### src/rtl/idct4_pkg.sv
package idct4_pkg;

    typedef enum logic [1:0] {
        PH_IDLE,
        PH_ROW,
        PH_COL
    } phase_e;

    function automatic int lane(input int r, input int c, input int n);
        return r * n + c;
    endfunction

endpackage

### src/rtl/idct4_butterfly.sv
module idct4_butterfly #(
    parameter int W = 20
) (
    input  logic signed [W-1:0] s [4],
    output logic signed [W-1:0] o [4]
);
    logic signed [W-1:0] even_sum, even_dif, odd_lo, odd_hi;

    always_comb begin
        even_sum = s[0] + s[2];
        even_dif = s[0] - s[2];
        odd_lo   = (s[1] >>> 1) - s[3];
        odd_hi   = s[1] + (s[3] >>> 1);
        o[0] = even_sum + odd_hi;
        o[1] = even_dif + odd_lo;
        o[2] = even_dif - odd_lo;
        o[3] = even_sum - odd_hi;
    end
endmodule

### src/rtl/idct4_pixel_add.sv
module idct4_pixel_add #(
    parameter int W     = 20,
    parameter int PIX_W = 8,
    parameter int SH    = 6
) (
    input  logic signed [W-1:0]     resid,
    input  logic        [PIX_W-1:0] pred,
    output logic        [PIX_W-1:0] pix
);
    localparam logic signed [W-1:0] HALF = W'(1 << (SH - 1));
    localparam logic signed [W-1:0] PMAX = W'((1 << PIX_W) - 1);

    logic signed [W-1:0] biased, scaled, total;

    always_comb begin
        biased = resid + HALF;
        scaled = biased >>> SH;
        total  = scaled + $signed({{(W - PIX_W){1'b0}}, pred});
        if (total < 0)
            pix = '0;
        else if (total > PMAX)
            pix = PMAX[PIX_W-1:0];
        else
            pix = total[PIX_W-1:0];
    end
endmodule

### src/rtl/idct4_recon.sv
module idct4_recon
    import idct4_pkg::*;
#(
    parameter int COEF_W = 16,
    parameter int PIX_W  = 8,
    parameter int INT_W  = 20,
    parameter int RND_SH = 6
) (
    input  logic                 clk,
    input  logic                 rst,
    input  logic                 coef_we,
    input  logic [3:0]           coef_idx,
    input  logic [COEF_W-1:0]    coef_data,
    input  logic                 pred_we,
    input  logic [3:0]           pred_idx,
    input  logic [PIX_W-1:0]     pred_data,
    input  logic                 start,
    output logic                 busy,
    output logic                 done,
    output logic [16*PIX_W-1:0]  pix_out
);
    localparam int N  = 4;
    localparam int NE = N * N;

    phase_e                    phase_q;
    logic                      done_q;
    logic signed [COEF_W-1:0]  coef_q [NE];
    logic        [PIX_W-1:0]   pred_q [NE];
    logic signed [INT_W-1:0]   mid_q  [NE];
    logic        [PIX_W-1:0]   pix_q  [NE];

    logic signed [INT_W-1:0]   row_in  [N][N];
    logic signed [INT_W-1:0]   row_out [N][N];
    logic signed [INT_W-1:0]   col_in  [N][N];
    logic signed [INT_W-1:0]   col_out [N][N];
    logic        [PIX_W-1:0]   pix_new [NE];

    // Row pass: vector r holds row r of the coefficient tile.
    // Column pass: vector c holds column c of the row results (stored transposed).
    for (genvar r = 0; r < N; r++) begin : g_vec
        for (genvar k = 0; k < N; k++) begin : g_elem
            assign row_in[r][k] = INT_W'(coef_q[lane(r, k, N)]);
            assign col_in[r][k] = mid_q[lane(r, k, N)];
        end
        idct4_butterfly #(.W(INT_W)) u_row (.s(row_in[r]), .o(row_out[r]));
        idct4_butterfly #(.W(INT_W)) u_col (.s(col_in[r]), .o(col_out[r]));
    end

    // col_out[c][rr] is the final value at row rr, column c.
    for (genvar rr = 0; rr < N; rr++) begin : g_prow
        for (genvar cc = 0; cc < N; cc++) begin : g_pcol
            idct4_pixel_add #(.W(INT_W), .PIX_W(PIX_W), .SH(RND_SH)) u_add (
                .resid (col_out[cc][rr]),
                .pred  (pred_q[lane(rr, cc, N)]),
                .pix   (pix_new[lane(rr, cc, N)])
            );
            assign pix_out[lane(rr, cc, N)*PIX_W +: PIX_W] = pix_q[lane(rr, cc, N)];
        end
    end

    always_ff @(posedge clk) begin
        if (rst) begin
            phase_q <= PH_IDLE;
            done_q  <= 1'b0;
            for (int i = 0; i < NE; i++) begin
                coef_q[i] <= '0;
                pred_q[i] <= '0;
                mid_q[i]  <= '0;
                pix_q[i]  <= '0;
            end
        end else begin
            done_q <= 1'b0;
            unique case (phase_q)
                PH_IDLE: begin
                    if (coef_we) coef_q[coef_idx] <= coef_data;
                    if (pred_we) pred_q[pred_idx] <= pred_data;
                    if (start)   phase_q <= PH_ROW;
                end
                PH_ROW: begin
                    for (int r = 0; r < N; r++)
                        for (int c = 0; c < N; c++)
                            mid_q[c*N + r] <= row_out[r][c];
                    phase_q <= PH_COL;
                end
                PH_COL: begin
                    for (int i = 0; i < NE; i++) begin
                        pix_q[i]  <= pix_new[i];
                        coef_q[i] <= '0;
                    end
                    done_q  <= 1'b1;
                    phase_q <= PH_IDLE;
                end
                default: phase_q <= PH_IDLE;
            endcase
        end
    end

    assign busy = (phase_q != PH_IDLE);
    assign done = done_q;
endmodule

### config.mk
export PLATFORM = sky130hd
export DESIGN_NAME = idct4_recon
export DESIGN_NICKNAME = d
export VERILOG_FILES = /design/src/rtl/idct4_pkg.sv /design/src/rtl/idct4_butterfly.sv /design/src/rtl/idct4_pixel_add.sv /design/src/rtl/idct4_recon.sv
export SDC_FILE = /design/constraint.sdc
export NUM_CORES = 2
export LEC_CHECK = 0
export BUFFER_PORTS_ARGS = -buffer_cell sky130_fd_sc_hd__buf_2
export CORE_MARGIN = 3
export CORE_UTILIZATION = 60
export DETAILED_ROUTE_END_ITERATION = 16
export HOLD_SLACK_MARGIN = 0.15
export PLACE_DENSITY = 0.77
export SYNTH_ARGS = -nofsm -noshare
export SYNTH_HDL_FRONTEND = slang
export SYNTH_SLANG_ARGS = --single-unit
### constraint.sdc
create_clock -name clk -period 11 [get_ports clk]
set_clock_uncertainty 0.1 [all_clocks]
set_input_delay 1.1 -clock clk [delete_from_list [all_inputs] [get_ports clk]]
set_output_delay 1.1 -clock clk [all_outputs]
set_load 0.05 [all_outputs]
# Word-level counts from Yosys, hierarchy flattened
# Memories as Yosys holds them, arrays and structs flattened.
# Index checks and enable logic that the tools add are counted.
[word_totals]
output_inout_bits = 130
n_memories = 4
register_bits = 3
mem_bits_rw = 832
input_bits = 37
elab_cells = 293
[op_classes]
n_eq_ne = 3
muxes = 104
n_lt_le_gt_ge = 32
add_sub_neg = 96
bitwise_logic = 48
reduce_logical = 4
[memory_table]
columns = ["memory", "words", "width", "read_ports", "rd_clocked_by_memory_dff", "wr", "line", "rtl"]
rows = [
  ["mid_q", 16, 20, 16, 0, 16, "idct4_recon.sv:29", "logic signed [INT_W-1:0] mid_q [NE];"],
  ["coef_q", 16, 16, 16, 0, 16, "idct4_recon.sv:27", "logic signed [COEF_W-1:0] coef_q [NE];"],
  ["pix_q", 16, 8, 16, 0, 16, "idct4_recon.sv:30", "logic [PIX_W-1:0] pix_q [NE];"],
  ["pred_q", 16, 8, 16, 0, 16, "idct4_recon.sv:28", "logic [PIX_W-1:0] pred_q [NE];"],
]
[op_table]
columns = ["op", "n"]
rows = [
  ["$mux W8", 49],
  ["$add A20 B20 Y20", 16],
  ["$add A20 B7 Y20 const B", 16],
  ["$mux W20", 16],
  ["$sub A20 B20 Y20", 16],
  ["$mux W16", 17],
  ["$add A14 B9 Y15", 16],
  ["$gt A15 B9 Y1 const B", 16],
  ["$lt A15 B1 Y1 const B", 16],
  ["$add A20 B19 Y20", 4],
  ["$sub A19 B20 Y20", 4],
  ["$add A17 B17 Y18", 4],
  ["$sub A17 B17 Y18", 4],
  ["$add A16 B15 Y17", 4],
  ["$add A16 B16 Y17", 4],
  ["$sub A15 B16 Y17", 4],
  ["$sub A16 B16 Y17", 4],
  ["$or A1 B1 Y1", 48],
  ["$mux W1", 18],
  ["$reduce_or A16 Y1", 1],
  ["$mux W4", 2],
  ["$reduce_or A8 Y1", 1],
  ["$pmux W2 S2", 1],
  ["$eq A2 B1 Y1 const B", 1],
  ["other kinds (5)", 5],
]

# Depth between registers and ports, before layout
[depth]
depth_word = 8
mapped_depth = 33
depth_no_buf = 33

# Cells and area by module
# Synthesis repeated with hierarchy kept, for this count alone.
[unflattened]
hier_cells = 12097
area_unflattened_um2 = 101949.0
[by_module_without_submodules]
columns = ["mod", "cells_per_inst", "seq_area_each_um2", "area_per_inst_um2", "instances"]
rows = [
  ["idct4_recon", 1940, 24643.6, 30160.2, 1],
  ["idct4_butterfly at g_vec[0].u_col ...", 1057, 0.0, 7384.6, 4],
  ["idct4_pixel_add at g_prow[0].g_pcol[0].u_add ...", 113, 0.0, 827.0, 14],
  ["idct4_butterfly at g_vec[1].u_col", 1056, 0.0, 7445.9, 1],
  ["idct4_butterfly at g_vec[3].u_col", 1046, 0.0, 7362.1, 1],
  ["idct4_butterfly at g_vec[0].u_row", 1017, 0.0, 7129.3, 1],
  ["idct4_butterfly at g_vec[3].u_row", 1001, 0.0, 7086.8, 1],
  ["idct4_pixel_add at g_prow[3].g_pcol[3].u_add", 122, 0.0, 867.1, 1],
  ["idct4_pixel_add at g_prow[2].g_pcol[0].u_add", 105, 0.0, 780.7, 1],
]

# Worst setup path after synthesis
# OpenSTA, ideal clock, no wires.
[synth_path]
path_type = "input-to-reg"
start = "in rst"
end = "mem mid_q[0][0], enable pin"
slack_ps = 1412
n_path_buf = 2
arrival_ps = 8761
required_ps = 10173
setup_ps = 727
cell_stages = 5
cell_sequence = "inv_1 > and2_1 > clkbuf_1 > inv_1 > clkbuf_1"
[synth_rtl]
columns = ["element", "line", "rtl"]
rows = [
  ["from (decl)", "idct4_recon.sv:10", "input logic rst,"],
  ["to (decl)", "idct4_recon.sv:29", ""],
]

==> out/qor.csv <==
metric,value,unit
place_ws,3360,ps
post_cts_buffers,0,
reg2reg_depth,28,
viasPerCell,6.09,
place_inst,11600,
routed_wl,274,mm
end_kind,register,
layout_commonest_cell,ha_1,
max_freq,130,MHz
max_cap_viol_count,0,
crit_top_cell,ha_1,
synth_edf_count,772,
hp-class,register to register,
grt_max_degree,171,
ys_ff_latch,813,
numCtsBuffers,94,
synth.cell_area,87100,sq um
synth_simple_gate_area_share,15.5,%
critical_path_arrival,8080,ps
synth_top_area_cell,edfxtp_1,
overflow,0,
slowest_stage,o311ai_0,
cts_max_path_buffers,3,
min_from,mid_q[7][7],
antenna_found_initial,20,
wl_per_cell,23.1,microns
crit_required,11370,ps
cp_max_fo,8,
yosysSeqAreaShare,27.5,%
layout.nets,11500,
htreeDepth,3,
num-fill-cells,12000,
synth_top_area_share,26.6,%
setup_tns,0,ps
rsz0062_at_grt,no,
post-route-min-period,7710,ps
setup_viol,0,
first_pass_iters,6,
synth_top_family_by_area,adder cells,
synthAdderAreaFrac,23.4,%
gp_congestion,1.04,
clk_pin_slew,60,ps
p_leak,43.2,nW
status,"complete, no violations",
clk_latency,730,ps
yosysUniqueCellTypes,101,
finalMaxSlewViolations,0,
critPathKind,register to register,
antenna_left,0,
synthFlopType,edfxtp_1,
vdd_drop_max,0.193,mV
avgSynthCellArea,8.92,sq um
syn_inst,9768,
drtIter0Drc,6485,
r2r_slack,3290,ps
grt_pass1_wl,408,mm
grt_usage,35.5,%
ys_warn_count,0,
cts_resized,0,
max_slew.worst_pin.slew,1310,ps
io_pins,167,
first_global_vias,67700,
stdcell_count,11800,
hold_end,mid_q[7][7],
dieArea,150000,sq um
drc_errors,0,
layout_common_cells,"ha_1, inv_1, a21oi_1, edfxtp_1, nor2_1",
cts_sinks,813,
hold_violations,0,
fin_ws,3290,ps
slew_headroom,12.1,%
critPathLaunchType,register,
dp_hpwl,229,mm
cts-root-buf,clkbuf_16,
core,144000,sq um
reg2reg_from,mid_q[2][20],
start_util,60.5,%
cts_tree,done,
numPortBuffers,166,
ctsHoldBuffers,0,
via_count,72000,
die_h,387,microns
synth_nets,11400,
layout-drive-gt1-share,4.80,%
hold_depth,2,
synthMuxAreaShare,0.576,%
rows,139,
ys_top_cells_by_area,"edfxtp_1, ha_1, xnor2_1",
fin_crit_sh,70.1,%
synth_compound_area_share,17.8,%
area_growth,6.88,%
cpPeakStageDelay,1050,ps
synth-xor-area-share,9.05,%
p_per_area,307,nW/um^2
die_w,387,microns
reg2reg_to,pix_q[1][46],
async_flop_share,0,%
-- cells by family (layout without fill, tap and decap cells) --
| logic type | after synthesis | count (layout) |
|---|---|---|
| AND/OR/NAND/NOR | 2617 | 2617 |
| other | 0 | 16 |
| adder cells (fa/ha/maj) | 1593 | 1593 |
| AO/OA/AOI/OAI | 2392 | 2392 |
| flip-flops | 813 | 813 |
| XOR/XNOR | 887 | 887 |
| buffers and inverters | 1417 | 1562 |
| multiplexers | 49 | 49 |
-- critical path: cells and delay by family, from the launching register on --
family                   cells  cell delay (ps)
AND/OR/NAND/NOR              8             1230
AO/OA/AOI/OAI               13             3720
adder cells (fa/ha/maj)      5             1540
XOR/XNOR                     2              430
flip-flops                   1              440
-- registers in the layout, summed over array words and instances (netlist names) --
| signal | count |
|---|---|
| pix_q | 128 |
| mid_q | 298 |
| pred_q | 128 |
| phase_q | 2 |
| coef_q | 256 |
| done | 1 |
-- per-stage QoR --
| step | utilization [%] | power [mW] | hold slack [ps] | area, sq um |
|---|---|---|---|---|
| global route | 64.7 | 30.8 | 427 | 93100 |
| finish | 64.7 | 28.6 | 403 | 93100 |
| detailed placement | 62.3 | 24.7 | 387 | 89800 |
| global placement | 62.3 | 24.2 | 372 | 89800 |
| CTS | 64.6 | 28.2 | 401 | 93100 |
| floorplan | - | 19.3 | 357 | 87100 |
-- cell usage after synthesis (17+ instances only) --
cell type,instances
xnor2_1,626
buf_1,17
a211oi_1,40
a21oi_1,772
nand4_1,36
nor2b_1,143
o41ai_1,28
o21a_1,123
o31ai_1,44
nor4_1,36
a41oi_1,18
edfxtp_1,772
a31oi_1,86
nor4b_1,17
mux2i_1,40
o22ai_1,25
or3_1,93
inv_1,1187
nor2_1,685
dfxtp_1,41
nand3_1,148
o31a_1,32
nand2b_1,138
nor3b_1,38
or2_2,59
xor2_1,252
clkbuf_1,205
o211ai_1,48
nand2_1,365
fa_1,64
o21ai_1,37
ha_1,1528
o21ai_0,391
a2111oi_0,41
nor3_1,258
and2_1,430
a311oi_1,21
o21bai_1,212
and3_1,95
a211o_1,28
a21o_1,206
a21boi_0,39
-- how the worst max path moves through the flow --
stage                              end          from  depth (start not counted)  slack (ps)
final                     pix_q[1][46]  mid_q[2][20]                         28        3290
after global routing      pix_q[1][46]  mid_q[2][20]                         28        2620
after CTS                 pix_q[1][46]  mid_q[2][20]                         28        3320
after detailed placement  pix_q[1][46]  mid_q[2][20]                         28        3360
after global placement    pix_q[1][45]  mid_q[2][20]                         28        3780
after floorplan            mid_q[0][0]           rst                          5        1410
-- per-layer routing --
metal | GRT usage (%) | vias to the layer above | wire, microns
li1 | - | 34500 | -
met5 | 0 | - | 68
met3 | 6.32 | 417 | 23200
met2 | 56.7 | 2605 | 121000
met4 | 11.2 | 10 | 9560
met1 | 49.1 | 34500 | 120000
-- where the power goes --
part / switching [mW] / internal [mW] / leakage, nW
combinational: 13.0 / 8.18 / 33.2
sequential: 0.253 / 3.82 / 8.40
clock: 1.40 / 1.97 / 1.59
-- cell type report --
class,count,area [sq um],share of cell area (%)
diodes,16,40.0,0.0430
clock inverters,51,663,0.712
inverters,1190,4480,4.81
well taps,1903,2380,2.56
clock buffers,126,2660,2.85
repair buffers,195,1060,1.14
flip-flops and latches,813,24000,25.8
multi-input cells,7538,57900,62.1
(Power assumes the default switching activity.)
